## src/rtl/obs_pkg.sv

```systemverilog
package obs_pkg;

    typedef enum logic [1:0] {
        MODE_SCAN = 2'b00,
        MODE_GEN  = 2'b01,
        MODE_FUNC = 2'b10,
        MODE_SIG  = 2'b11
    } mode_e;

    localparam int unsigned NUM_MODES = 4;

endpackage

```

## src/rtl/obs_mode_decode.sv

```systemverilog
module obs_mode_decode
    import obs_pkg::*;
(
    input  logic [1:0]           mode_bits,
    output mode_e                mode_state,
    output logic [NUM_MODES-1:0] mode_onehot
);

    always_comb begin
        mode_state = mode_e'(mode_bits);
    end

    always_comb begin
        mode_onehot = '0;
        unique case (mode_state)
            MODE_SCAN: mode_onehot[0] = 1'b1;
            MODE_GEN:  mode_onehot[1] = 1'b1;
            MODE_FUNC: mode_onehot[2] = 1'b1;
            MODE_SIG:  mode_onehot[3] = 1'b1;
        endcase
    end

    always_comb begin
        assert_decode_onehot_R2: assert ($onehot(mode_onehot) || $isunknown(mode_bits));
    end

endmodule

```

## src/rtl/obs_feedback.sv

```systemverilog
module obs_feedback #(
    parameter int unsigned        WIDTH = 8,
    parameter logic [WIDTH-1:0]   TAPS  = 8'hB8
) (
    input  logic [WIDTH-1:0] state,
    output logic             fb_bit
);

    logic [WIDTH-1:0] tapped;

    genvar g;
    generate
        for (g = 0; g < WIDTH; g++) begin : g_tap
            if (TAPS[g]) begin : g_on
                assign tapped[g] = state[g];
            end else begin : g_off
                assign tapped[g] = 1'b0;
            end
        end
    endgenerate

    assign fb_bit = ^tapped;

endmodule

```

## src/rtl/obs_next_state.sv

```systemverilog
module obs_next_state
    import obs_pkg::*;
#(
    parameter int unsigned WIDTH = 8
) (
    input  mode_e            mode_state,
    input  logic [WIDTH-1:0] cur,
    input  logic [WIDTH-1:0] din,
    input  logic             scan_in,
    input  logic             fb_bit,
    output logic [WIDTH-1:0] nxt
);

    logic [WIDTH-1:0] shifted_scan;
    logic [WIDTH-1:0] shifted_fb;

    genvar g;
    generate
        for (g = 0; g < WIDTH; g++) begin : g_stage
            if (g == 0) begin : g_head
                assign shifted_scan[g] = scan_in;
                assign shifted_fb[g]   = fb_bit;
            end else begin : g_body
                assign shifted_scan[g] = cur[g-1];
                assign shifted_fb[g]   = cur[g-1];
            end
        end
    endgenerate

    always_comb begin
        unique case (mode_state)
            MODE_SCAN: nxt = shifted_scan;
            MODE_GEN:  nxt = shifted_fb;
            MODE_FUNC: nxt = din;
            MODE_SIG:  nxt = shifted_fb ^ din;
        endcase
    end

endmodule

```

## src/rtl/obs_register.sv

```systemverilog
module obs_register
    import obs_pkg::*;
#(
    parameter int unsigned      WIDTH = 8,
    parameter logic [WIDTH-1:0] TAPS  = 8'hB8
) (
    input  logic             clk,
    input  logic             rst,
    input  logic [1:0]       mode,
    input  logic [WIDTH-1:0] din,
    input  logic             scan_in,
    output logic [WIDTH-1:0] q,
    output logic             scan_out
);

    localparam int unsigned TOP = WIDTH - 1;

    mode_e                mode_state;
    logic [NUM_MODES-1:0] mode_onehot;
    logic                 fb_bit;
    logic [WIDTH-1:0]     state_q;
    logic [WIDTH-1:0]     state_d;

    obs_mode_decode u_decode (
        .mode_bits   (mode),
        .mode_state  (mode_state),
        .mode_onehot (mode_onehot)
    );

    obs_feedback #(
        .WIDTH (WIDTH),
        .TAPS  (TAPS)
    ) u_feedback (
        .state  (state_q),
        .fb_bit (fb_bit)
    );

    obs_next_state #(
        .WIDTH (WIDTH)
    ) u_next (
        .mode_state (mode_state),
        .cur        (state_q),
        .din        (din),
        .scan_in    (scan_in),
        .fb_bit     (fb_bit),
        .nxt        (state_d)
    );

    // State register
    always_ff @(posedge clk) begin
        if (rst) begin
            state_q <= '0;
        end else begin
            state_q <= state_d;
        end
    end

    // Outputs
    always_comb begin
        q        = state_q;
        scan_out = state_q[TOP];
    end

    // Assertions
    assert_reset_clear_R1: assert property (@(posedge clk)
        rst |=> (q == '0));

    assert_scan_shift_R2: assert property (@(posedge clk) disable iff (rst)
        (mode_onehot[0]) |=> (q[0] == $past(scan_in)) && (q[TOP:1] == $past(q[TOP-1:0])));

    assert_func_load_R4: assert property (@(posedge clk) disable iff (rst)
        (mode_onehot[2]) |=> (q == $past(din)));

    assert_gen_shift_R3: assert property (@(posedge clk) disable iff (rst)
        (mode_onehot[1]) |=> (q[TOP:1] == $past(q[TOP-1:0])));

    assert_gen_nonzero_R9: assert property (@(posedge clk) disable iff (rst)
        (mode_onehot[1] && q != '0) |=> (q != '0));

    assert_gen_lockup_R9: assert property (@(posedge clk) disable iff (rst)
        (mode_onehot[1] && q == '0) |=> (q == '0));

endmodule

```

## config.mk

```make
export PLATFORM = sky130hd
export DESIGN_NAME = obs_register
export DESIGN_NICKNAME = d
export VERILOG_FILES = /design/src/rtl/obs_pkg.sv /design/src/rtl/obs_mode_decode.sv /design/src/rtl/obs_feedback.sv /design/src/rtl/obs_next_state.sv /design/src/rtl/obs_register.sv
export SDC_FILE = /design/constraint.sdc
export NUM_CORES = 1
export LEC_CHECK = 0
export ABC_CLOCK_PERIOD_IN_PS = 1500
export CAP_MARGIN = 20
export CORE_AREA = 10 10 47 49
export DETAILED_ROUTE_END_ITERATION = 6
export DIE_AREA = 0 0 57 59
export PLACE_DENSITY_LB_ADDON = 0.2
export SETUP_SLACK_MARGIN = 0.1
export SLEW_MARGIN = 15
export SYNTH_ARGS = -nofsm -noshare
export SYNTH_HDL_FRONTEND = slang
export SYNTH_SLANG_ARGS = --single-unit
export TNS_END_PERCENT = 50
```

## constraint.sdc

```tcl
create_clock -name clk -period 1.5 [get_ports clk]
set_clock_uncertainty 0.1 [all_clocks]
set_input_delay 0.3 -clock clk [delete_from_list [all_inputs] [get_ports clk]]
set_output_delay 0.3 -clock clk [all_outputs]
set_load 0.02 [all_outputs]
```

==> reports/metrics.yaml, run 1 <==
run_status:
  status: "complete, no violations"
critical_path:
  r2r_setup_slack_ps: 220
  crit_path_end: "q[0]"
  cpPeakStageDelay_ps: 350
  cp-startpoint: "q[0]"
  r2r_cells: 5
  arrival_ps: 960
  cp_top_family: "flip-flops"
  path_buf_inv: 1
  path_depth: 1
  regToRegEndpoint: "q[0]"
  crit_path_end_kind: "output pin"
  path_cells: "dlygate4sd2_1"
  path_max_fanout: 3
  critPathKind: "flip-flop to output pin"
  r2r-start: "q[3]"
  slowest_stage: "dfxtp_1"
  required_ps: 1100
  critPathLaunchType: "flip-flop"
power_and_ir_drop:
  ir_drop_mv: 0.649
  powerDensity_mw_per_mm2: 860
  power.leakage_nw: 0.272
  finalPower_uw: 560
clock_tree:
  path_clk_slew_ps: 60
  hold_buffers: 0
  cts_buffers: 3
  cts_root_buf: "clkbuf_4"
  cts-resized-gates: 10
  cts.sinks: 8
  cts_setup_buffers: 0
  h-tree-depth: 1
  cts.path.max_buffers: 2
  worstSkewPairLatency_ps: 260
  cts_tree: "built"
drt:
  dr_wl_met3_um: 66
  wl_met2_um: 588
  routed_wl_um: 1190
  wl_per_cell_um: 13.2
  viasPerCell: 4.86
  drc_errors: 0
  firstDrtPassIters: 2
  dr_total_vias: 437
  ant_nets: 0
  dr.max_layer_used: "met4"
  drt_iter0_markers: 2
  wl_met1_um: 521
sta:
  whs_ps: 410
  slew_violations: 0
  max_freq_mhz: 736
  tightest_slew_ps: 306
  fin_crit_ps: 1360
  setup_violations: 0
  hold_viol: 0
  rsz0062_at_grt: "true"
  setup_slack_ps: 142
  fin_crit_sh_pct: 90.5
  relSlewSlack_pct: 79.6
synthesis:
  avgSynthCellArea_sq_um: 7.96
  yosysWarnings: 0
  syn_area_sq_um: 398
  synthCells: 50
  yosysSeqAreaShare_pct: 40.3
  synthDistinctLibCells: 15
  ys_ff_latch: 8
  syn-num-nets: 63
finish:
  final_cells: 90
  num_antenna_cells: 0
  drive_above_1_share_pct: 10.8
  area_growth_pct: 63.5
  finalInstanceArea_sq_um: 651
  fin_nets: 89
  largest_reg_flops: 8
min_path:
  hold_path.class: "flip-flop to flip-flop"
floorplan:
  io_pins: 22
  fp-row-count: 14
  fp.dieW_um: 57
  die_h_um: 59
  dieArea_sq_mm: 0.00336
  start_util_pct: 28.4
  core_sq_mm: 0.00140
global_route:
  antenna_found_initial: 0
  grt_overflow: 0
  grt_usage_pct: 7.44
  grt_pass1_wl_um: 1990
  grt_max_degree: 15
  grt_pass1_vias: 456
placed_design:
  dpl_worst_slack_ps: -61.7
  placed_area_sq_um: 637
  dp_hpwl_um: 919
  portBuffers: 21
  gp_congestion: 0.747
  placed_cells: 87
run:
  drv_cap: 0
==> cells in the mapped netlist (all sizes together) <==
cell	n	area, sq um
inv	1	3.75
nor2	7	26.3
nand2b	1	6.26
o21ai	7	35.0
dfxtp	8	160
xor2	1	8.76
buf	4	21.3
mux2i	1	10.0
a311oi	1	8.76
nand3	1	5.00
nand2	9	33.8
a32oi	7	61.3
xnor2	2	17.5
==> worst min-delay path by stage <==
stage            from    to  slack (ps)  depth (start not counted)
3_3_place_gp     q[6]  q[7]         410                          2
2_1_floorplan  din[1]  q[1]         370                          2
6_report         q[6]  q[7]         410                          2
5_1_grt          q[2]  q[3]         440                          2
4_1_cts          q[6]  q[7]         420                          2
3_5_place_dp     q[2]  q[3]         400                          2
==> cells in the final DEF, fill, tap and decap left out <==
cell | synthesis | routed
a311oi_1 | 1 | 1
a32oi_1 | 7 | 7
buf_4 | 1 | 3
buf_6 | 0 | 1
clkbuf_2 | 0 | 1
clkbuf_4 | 0 | 3
clkdlybuf4s15_1 | 0 | 2
clkdlybuf4s50_1 | 0 | 12
dfxtp_1 | 8 | 8
dlygate4sd2_1 | 0 | 6
inv_1 | 1 | 1
mux2i_1 | 1 | 1
nand2_1 | 9 | 9
nand2b_1 | 1 | 1
nand3_1 | 1 | 1
nor2_1 | 7 | 7
o21ai_0 | 7 | 7
xnor2_1 | 2 | 2
xor2_1 | 1 | 1
==> power breakdown <==
group          switching [mW]  internal (mW)  total [mW]  leakage [nW]
sequential             0.0106          0.228       0.239        0.0661
combinational          0.0723         0.0792       0.151         0.192
clock                  0.0779         0.0919       0.170        0.0138
total                   0.161          0.399       0.560         0.272
==> stage by stage <==
step                      TNS (ps)  util (%)
after floorplan                  0         -
after global placement        -175      45.4
after detailed placement      -315      45.4
after CTS                        0      46.3
after global routing             0      46.4
final                            0      46.4
==> per-layer routing <==
layer	track usage, %	vias up
li1	-	227
met1	7.86	196
met2	12.4	12
met3	4.29	2
met4	2.01	0
met5	0	-
==> area by class of cell <==
cell class	instances	area [sq um]
inverter	1	3.75
timing repair buffer	25	231
sequential	8	160
tap	16	20.0
multi-input combinational	37	213
fill	146	751
clock buffer	3	22.5
==> cells by family (layout without fill, tap and decap cells) <==
logic type | Yosys count | after routing | share of synthesized area (%)
flops | 8 | 8 | 40.3
simple gates | 18 | 18 | 17.9
buf+inv | 5 | 29 | 6.29
xor+xnor | 3 | 3 | 6.60
mux | 1 | 1 | 2.52
compound gates | 15 | 15 | 26.4
Note: power is estimated with default switching activity, not from simulation.
==> run 2: changes to the inputs <==
==> constraint.sdc (replaced) <==
create_clock -name clk -period 1.5 [get_ports clk]
set_clock_uncertainty 0.1 [all_clocks]
set_input_delay 0.3 -clock clk [delete_from_list [all_inputs] [get_ports clk]]
set_output_delay 0.3 -clock clk [all_outputs]
set_load 0.05 [all_outputs]
==> reports/metrics.yaml, run 2 (synthesis results as in run 1) <==
power_and_ir_drop:
  powerDensity_mw_per_mm2: 866
  power.leakage_nw: 0.291
  ir_drop_mv: 0.471
global_route:
  grt_max_degree: 10
  grt_overflow: 0
  antenna_found_initial: 0
  grt_usage_pct: 6.97
  grt_pass1_wl_um: 1850
  grt_pass1_vias: 404
finish:
  fin_nets: 89
  final_cells: 90
  final_cell_mix: "12 x clkdlybuf4s50_1, 9 x nand2_1, 9 x buf_12"
  mostFrequentLayoutCell: "clkdlybuf4s50_1"
  largest_reg_flops: 8
  drive_above_1_share_pct: 27.0
  num_antenna_cells: 0
  finalInstanceArea_sq_um: 754
  fin_util_pct: 53.8
  fillers: 133
  area_growth_pct: 89.6
sta:
  hold_viol: 0
  slew_violations: 0
  relSlewSlack_pct: 79.8
  tightest_slew_ps: 303
  setup_violations: 0
  rsz0062_at_grt: "false"
  whs_ps: 466
  fin_crit_sh_pct: 86.8
  max_freq_mhz: 768
  fin_crit_ps: 1300
clock_tree:
  h-tree-depth: 1
  hold_buffers: 0
  cts_root_buf: "clkbuf_4"
  cts_buffers: 3
  cts.path.max_buffers: 2
  path_clk_slew_ps: 60
  cts_tree: "built"
  worstSkewPairLatency_ps: 250
  cts.sinks: 8
run:
  drv_cap: 0
drt:
  firstDrtPassIters: 4
  routed_wl_um: 1220
  viasPerCell: 4.91
  drc_errors: 0
  dr_total_vias: 442
  drt_iter0_markers: 16
  ant_nets: 0
  wl_per_cell_um: 13.6
critical_path:
  path_max_fanout: 3
  critPathLaunchType: "flip-flop"
  arrival_ps: 1350
  crit_path_end_kind: "flip-flop"
  critPathKind: "flip-flop to flip-flop"
  required_ps: 1550
floorplan:
  dieArea_sq_mm: 0.00336
  start_util_pct: 28.4
  io_pins: 22
  die_h_um: 59
  fp.dieW_um: 57
  core_sq_mm: 0.00140
  fp-row-count: 14
placed_design:
  portBuffers: 21
  placed_area_sq_um: 732
  placed_cells: 87
  gp_congestion: 0.769
  dp_hpwl_um: 989
min_path:
  hold_path.class: "flip-flop to flip-flop"
run_status:
  status: "complete, no violations"
## run 2: changes by cell type in the layout (fill, tap and decap cells not counted), moves of 2 or more
cell	delta
dfxtp_2	+4
dlygate4sd2_1	-6
dfxtp_1	-4
clkdlybuf4s15_1	-2
buf_12	+9
## run 2: critical path, cell delays in order (launching register included)
cell	delay (ps)
dfxtp_2	360
xor2_1	170
xnor2_1	230
mux2i_1	100
a311oi_1	240
## run 2: area by class of cell
type / instances / area [sq um] / area share (%)
Tap cell: 16 / 20.0 / 2.65
Inverter: 1 / 3.75 / 0.498
Sequential cell: 8 / 165 / 21.9
Multi-Input combinational cell: 37 / 213 / 28.2
Clock buffer: 3 / 22.5 / 2.99
Timing Repair Buffer: 25 / 330 / 43.8
## run 2: worst paths after layout
kind | from | to | slack, ps | cells past startpoint
max | q[7] | q[0] | 200 | 4
min | q[5] | q[6] | 470 | 2
max reg2reg | q[7] | q[0] | 200 | 4
min reg2reg | q[5] | q[6] | 470 | 2
## run 2: metrics by stage
step / setup TNS (ps) / worst slack [ps] / power, mW
floorplan: 0 / 177 / 0.362
global route: 0 / 122 / 0.678
finish: 0 / 198 / 0.653
global placement: -75.9 / -58.6 / 0.490
CTS: 0 / 132 / 0.660
detailed placement: -95.8 / -51.0 / 0.490
## run 2: power breakdown
group / leakage [nW] / internal (mW) / switching [mW]
sequential: 0.0675 / 0.229 / 0.0231
clock: 0.0138 / 0.0919 / 0.0771
combinational: 0.209 / 0.123 / 0.109
total: 0.291 / 0.444 / 0.209
## run 2: metal layers
metal | global-route usage (%) | up-vias | routed length, um
met1 | 7.28 | 198 | 470
met3 | 4.51 | 2 | 143
met5 | 0 | - | 0
li1 | - | 228 | -
met4 | 4.03 | 0 | 8
met2 | 10.4 | 14 | 598
## run 2: timing repair
action	4_1_cts	5_1_grt
gates resized for setup	0	0
setup buffers	0	0
setup endpoints to repair	0	1
